### src/rtl/uart_fc_pkg.sv
package uart_fc_pkg;
  typedef enum logic [1:0] {
    SER_IDLE  = 2'd0,
    SER_START = 2'd1,
    SER_DATA  = 2'd2,
    SER_STOP  = 2'd3
  } ser_state_t;

  localparam int unsigned DATA_BITS = 8;
endpackage

### src/rtl/uart_fc_rx.sv
module uart_fc_rx
  import uart_fc_pkg::*;
#(
  parameter int unsigned CLKS_PER_BIT = 16
) (
  input  logic                 clk,
  input  logic                 rst,
  input  logic                 line_i,
  output logic [DATA_BITS-1:0] data_o,
  output logic                 valid_o,
  input  logic                 ready_i,
  output logic                 rts_o,
  output logic                 ferr_o
);
  localparam int unsigned CW   = $clog2(CLKS_PER_BIT);
  localparam int unsigned HALF = CLKS_PER_BIT / 2;
  localparam int unsigned IW   = $clog2(DATA_BITS);

  logic                 sync_a, sync_b;
  ser_state_t           st;
  logic [CW-1:0]        cnt;
  logic [IW-1:0]        idx;
  logic [DATA_BITS-1:0] shreg;

  // two-stage synchroniser on the asynchronous line
  always_ff @(posedge clk) begin
    if (rst) begin
      sync_a <= 1'b1;
      sync_b <= 1'b1;
    end else begin
      sync_a <= line_i;
      sync_b <= sync_a;
    end
  end

  always_ff @(posedge clk) begin
    if (rst) begin
      st      <= SER_IDLE;
      cnt     <= '0;
      idx     <= '0;
      shreg   <= '0;
      data_o  <= '0;
      valid_o <= 1'b0;
      rts_o   <= 1'b1;
      ferr_o  <= 1'b0;
    end else begin
      ferr_o <= 1'b0;
      if (valid_o && ready_i) begin
        valid_o <= 1'b0;
        rts_o   <= 1'b1;
      end
      unique case (st)
        SER_IDLE: begin
          cnt <= '0;
          idx <= '0;
          if (!sync_b) st <= SER_START;
        end
        SER_START: begin
          if (cnt == CW'(HALF - 1)) begin
            cnt <= '0;
            st  <= sync_b ? SER_IDLE : SER_DATA;
          end else begin
            cnt <= cnt + 1'b1;
          end
        end
        SER_DATA: begin
          if (cnt == CW'(CLKS_PER_BIT - 1)) begin
            cnt   <= '0;
            shreg <= {sync_b, shreg[DATA_BITS-1:1]};
            idx   <= idx + 1'b1;
            if (idx == IW'(DATA_BITS - 1)) st <= SER_STOP;
          end else begin
            cnt <= cnt + 1'b1;
          end
        end
        SER_STOP: begin
          if (cnt == CW'(CLKS_PER_BIT - 1)) begin
            cnt <= '0;
            st  <= SER_IDLE;
            if (!sync_b) begin
              ferr_o <= 1'b1;
            end else if (!valid_o) begin
              data_o  <= shreg;
              valid_o <= 1'b1;
              rts_o   <= 1'b0;
            end
          end else begin
            cnt <= cnt + 1'b1;
          end
        end
        default: st <= SER_IDLE;
      endcase
    end
  end
endmodule

### src/rtl/uart_fc_tx.sv
module uart_fc_tx
  import uart_fc_pkg::*;
#(
  parameter int unsigned CLKS_PER_BIT = 16
) (
  input  logic                 clk,
  input  logic                 rst,
  input  logic [DATA_BITS-1:0] data_i,
  input  logic                 valid_i,
  output logic                 ready_o,
  input  logic                 cts_i,
  output logic                 line_o
);
  localparam int unsigned CW = $clog2(CLKS_PER_BIT);
  localparam int unsigned IW = $clog2(DATA_BITS);

  logic                 cts_a, cts_b;
  ser_state_t           st;
  logic [CW-1:0]        cnt;
  logic [IW-1:0]        idx;
  logic [DATA_BITS-1:0] shreg;

  always_ff @(posedge clk) begin
    if (rst) begin
      cts_a <= 1'b0;
      cts_b <= 1'b0;
    end else begin
      cts_a <= cts_i;
      cts_b <= cts_a;
    end
  end

  assign ready_o = (st == SER_IDLE) && cts_b;

  always_ff @(posedge clk) begin
    if (rst) begin
      st     <= SER_IDLE;
      cnt    <= '0;
      idx    <= '0;
      shreg  <= '0;
      line_o <= 1'b1;
    end else begin
      unique case (st)
        SER_IDLE: begin
          if (valid_i && cts_b) begin
            shreg  <= data_i;
            line_o <= 1'b0;
            cnt    <= '0;
            st     <= SER_START;
          end
        end
        SER_START: begin
          if (cnt == CW'(CLKS_PER_BIT - 1)) begin
            cnt    <= '0;
            idx    <= '0;
            line_o <= shreg[0];
            shreg  <= shreg >> 1;
            st     <= SER_DATA;
          end else begin
            cnt <= cnt + 1'b1;
          end
        end
        SER_DATA: begin
          if (cnt == CW'(CLKS_PER_BIT - 1)) begin
            cnt <= '0;
            if (idx == IW'(DATA_BITS - 1)) begin
              line_o <= 1'b1;
              st     <= SER_STOP;
            end else begin
              line_o <= shreg[0];
              shreg  <= shreg >> 1;
              idx    <= idx + 1'b1;
            end
          end else begin
            cnt <= cnt + 1'b1;
          end
        end
        SER_STOP: begin
          if (cnt == CW'(CLKS_PER_BIT - 1)) begin
            cnt <= '0;
            st  <= SER_IDLE;
          end else begin
            cnt <= cnt + 1'b1;
          end
        end
        default: st <= SER_IDLE;
      endcase
    end
  end
endmodule

### src/rtl/uart_fc_top.sv
module uart_fc_top #(
  parameter int unsigned CLKS_PER_BIT = 16
) (
  input  logic       clk,
  input  logic       rst,
  input  logic       rx_i,
  output logic       tx_o,
  output logic       rts_o,
  input  logic       cts_i,
  input  logic [7:0] tx_data_i,
  input  logic       tx_valid_i,
  output logic       tx_ready_o,
  output logic [7:0] rx_data_o,
  output logic       rx_valid_o,
  input  logic       rx_ready_i,
  output logic       frame_err_o
);
  uart_fc_rx #(.CLKS_PER_BIT(CLKS_PER_BIT)) u_rx (
    .clk     (clk),
    .rst     (rst),
    .line_i  (rx_i),
    .data_o  (rx_data_o),
    .valid_o (rx_valid_o),
    .ready_i (rx_ready_i),
    .rts_o   (rts_o),
    .ferr_o  (frame_err_o)
  );

  uart_fc_tx #(.CLKS_PER_BIT(CLKS_PER_BIT)) u_tx (
    .clk     (clk),
    .rst     (rst),
    .data_i  (tx_data_i),
    .valid_i (tx_valid_i),
    .ready_o (tx_ready_o),
    .cts_i   (cts_i),
    .line_o  (tx_o)
  );
endmodule

### config.mk
export PLATFORM = sky130hd
export DESIGN_NAME = uart_fc_top
export DESIGN_NICKNAME = d
export VERILOG_FILES = /design/src/rtl/uart_fc_pkg.sv /design/src/rtl/uart_fc_rx.sv /design/src/rtl/uart_fc_tx.sv /design/src/rtl/uart_fc_top.sv
export SDC_FILE = /design/constraint.sdc
export NUM_CORES = 1
export LEC_CHECK = 0
export BUFFER_PORTS_ARGS = -buffer_cell sky130_fd_sc_hd__buf_4
export CAP_MARGIN = 20
export CORE_MARGIN = 2
export CORE_UTILIZATION = 50
export CTS_BUF_LIST = sky130_fd_sc_hd__clkbuf_2
export DETAILED_ROUTE_END_ITERATION = 8
export GPL_TIMING_DRIVEN = 0
export HOLD_SLACK_MARGIN = 0.15
export PLACE_DENSITY = 0.76
export SLEW_MARGIN = 20
export SYNTH_ARGS = -nofsm -noshare
export SYNTH_HDL_FRONTEND = slang
export SYNTH_SLANG_ARGS = --single-unit
### constraint.sdc
create_clock -name clk -period 2.6 [get_ports clk]
set_input_delay 0.52 -clock clk [delete_from_list [all_inputs] [get_ports clk]]
set_output_delay 0.52 -clock clk [all_outputs]
set_load 0.05 [all_outputs]
==> results.md <==
* Status: finished clean
* Chip Height at ~70 um
* Die outline width at ~70 um
* Clock Skews at about 0.012 ns
* Core ar. at around 4000 um2
* Critical path startpoint category: flip-flop
* TritonRoute pass-1 iters at 4
* Number of flops mapped to enable cells by yosys at 0
* F_max at approximately 0.46 GHz
* Top-count cell post-synth: dfxtp_1
* Vias/cell at 5.324
* Initial Util at 53.15%
* # DRC at 0
* Worst min-delay path category: in2reg
* CTS resizes at 0
* Final hold vios at 0
* Cell Area, Synth at between 2000 and 2500 um2
* Hpwl dp at between 2000 and 3000 um
* Netlist cell types at between 40 and 50
* Area Growth Syn to Fin at 14.98%
* Util after Layout at between 60% and 70%
* FP Rows at 23
* Total Routing Usage GR at 17.63%
* Fillers at between 300 and 400
* Post-synth top flop: dfxtp_1
* Worst EP required at a little under 3 ns
* ANT cells at 0
* TritonCTS clock tree: yes
* RSZ-0062 raised after global routing: false
* Synth Instances at 234
* Data arrival, critical path at 2.55 ns
* NumNets Final at 292
* Setup TNS at 0 ns
* Max Cap Viol at 0
* CP max FO at 10
* Dominant cells by area after synthesis: dfxtp_1 (46%), mux2i_1 (7.4%), ha_1 (6.3%), nor2_1 (5.4%), nand2_1 (4.1%)
* Via count at around 1700
* Gpl congestion at 0.8340
* Commonest cells in the netlist: dfxtp_1 (50), nor2_1 (31), nand2_1 (24)
* GRT overflow at 0
* Post-synthesis sequential area ratio at roughly 46%
* Ys Warns at 0
* CP endpoint kind: flip-flop
* Fin crit period at approximately 2.2 ns
* Worst slew margin at a little under three fifths
* CTS Hold Buffers Added at 0
* Share of the synthesized area in the top cell type at a little under half
* Die Area at between 4000 and 5000 um2
* Vias in the first global route at approximately 1600
* Final WL at between 3000 and 4000 um
* Largest net degree at the start of global routing at 17
* Initial antenna violation count at 0
* Slew Viols, Final at 0
* Multi-input gate area at around 1100 um2
* # setup viols final at 0
* Worst Setup Path Type: reg2reg
* Async SR Flop Fraction at 0%
* Power per cell area at between 700 and 800 nW/um2
* Fin area at around 2500 um2
* CTS Buf Count at 5
* DR iter-0 viols at about 110
* Clock Pin Slew Worst Setup and Hold Paths at approximately 0.24 ns
* Net Count, Synth at around 260
* Maximum root-to-sink buffer count at 2
* Layout cells sized above 1 at 16.04%
* Synthesized flop and latch total at 50
* Clk Latency, worst-skew pair at 0.42 ns
* Wirelength per Cell at between 10 and 15 um
* Worst-Margin Slew at between 0.6 and 0.7 ns
* # H-tree levels at 2
* Count of input and output buffers at 26
* Yosys top cell by area: dfxtp_1
* Post-route antenna net violation count at 0
* CTS Sinks at 50
* Root buffer cell: clkbuf_2
* Setup bufs post-CTS at 0
* First-pass GRT wire length at ~7000 um
* Storage element area at approximately 1000 um2
* # IOs at 27
* Area after DPL at 2430 um2
* Leak at around 0.94 nW
* Final period util at between 80% and 90%
* Peak VDD IR at 0.3472 mV
* Avg Inst Size Synth at around 9.3 um2
## flip-flops by register name, indices dropped and copies added, names as in the netlist, 2 cells and up, named ones only
| register | count |
|---|---|
| u_rx.cnt | 4 |
| u_rx.data_o | 8 |
| u_rx.idx | 3 |
| u_rx.shreg | 8 |
| u_tx.cnt | 4 |
| u_tx.idx | 3 |
| u_tx.shreg | 8 |
| u_tx.st | 2 |
## where the power goes
| part | switching, W | internal, W |
|---|---|---|
| registers | 0.0000446 | 0.000844 |
| clock network | 0.000246 | 0.000163 |
| logic | 0.000314 | 0.000239 |
| total | 0.000604 | 0.00125 |
## path summary, 6_finish.rpt
kind	startpoint	endpoint	slack, ns	depth (start not counted)
hold reg to reg	u_rx.sync_a$_SDFF_PP1_	u_rx.sync_b$_SDFF_PP1_	0.44	1
setup / recovery	u_tx.st[0]$_SDFFE_PP0P_	u_tx.shreg[1]$_SDFFE_PP0P_	0.42	7
hold / removal	rx_i	u_rx.sync_a$_SDFF_PP1_	0.25	2
setup reg to reg	u_tx.st[0]$_SDFFE_PP0P_	u_tx.shreg[1]$_SDFFE_PP0P_	0.42	7
## cells by family after synthesis
family | synth area share [%]
simple gates | 20.10
mux | 7.892
buf+inv | 3.168
xor+xnor | 0.8066
compound gates | 15.61
fa+ha+maj | 6.336
flops | 46.08
## metal layers
| layer | wire, um | GRT usage (%) | up-vias |
|---|---|---|---|
| met5 | 0 | 0 | - |
| met4 | 55 | 7.051 | 0 |
| met3 | 187 | 3.896 | 5 |
| met2 | 1781 | 27.20 | 30 |
| met1 | 1925 | 23.98 | 769 |
| li1 | - | - | 889 |
## area by class of cell
class | instances | area share, %
timing repair buffer | 26 | 7.816
clock buffer | 5 | 1.002
tap | 50 | 2.505
sequential | 50 | 40.08
clock inverter | 3 | 1.703
multi-input combinational | 168 | 44.14
buffer | 11 | 2.004
inverter | 5 | 0.7515
## metrics by stage
| stage | std cells | power, W | hold WS [ns] | setup WS [ns] |
|---|---|---|---|---|
| 6_report | 318 | 0.001850 | 0.2536 | 0.4245 |
| 5_1_grt | 318 | 0.001978 | 0.2155 | 0.2527 |
| 4_1_cts | 318 | 0.001869 | 0.2249 | 0.4127 |
| 3_5_place_dp | 310 | 0.001459 | 0.3975 | 0.4687 |
| 3_3_place_gp | 310 | 0.001447 | 0.3933 | 0.4900 |
| 2_1_floorplan | 234 | 0.001341 | 0.3895 | 0.7063 |
## worst max-delay path: stages (launching register included)
cell and delay, ns:
dfxtp_1 0.44, inv_1 0.10, ha_1 0.26, or2_4 0.29, a2111oi_4 0.57, buf_6 0.22
nor2_1 0.06, a211oi_2 0.18
## cells in the final DEF, fill, tap and decap left out, types with 3 or more instances in the layout
master / count
a211oi_1: 8
a21oi_1: 17
a22o_1: 3
a31oi_1: 3
buf_4: 26
clkbuf_1: 8
clkbuf_2: 5
dfxtp_1: 50
ha_1: 11
inv_1: 5
mux2i_1: 16
nand2_1: 24
nand2b_1: 3
nand3_1: 5
nand3b_1: 4
nor2_1: 31
nor3b_1: 3
o21ai_0: 8
Note: power is estimated with default switching activity, not from simulation.
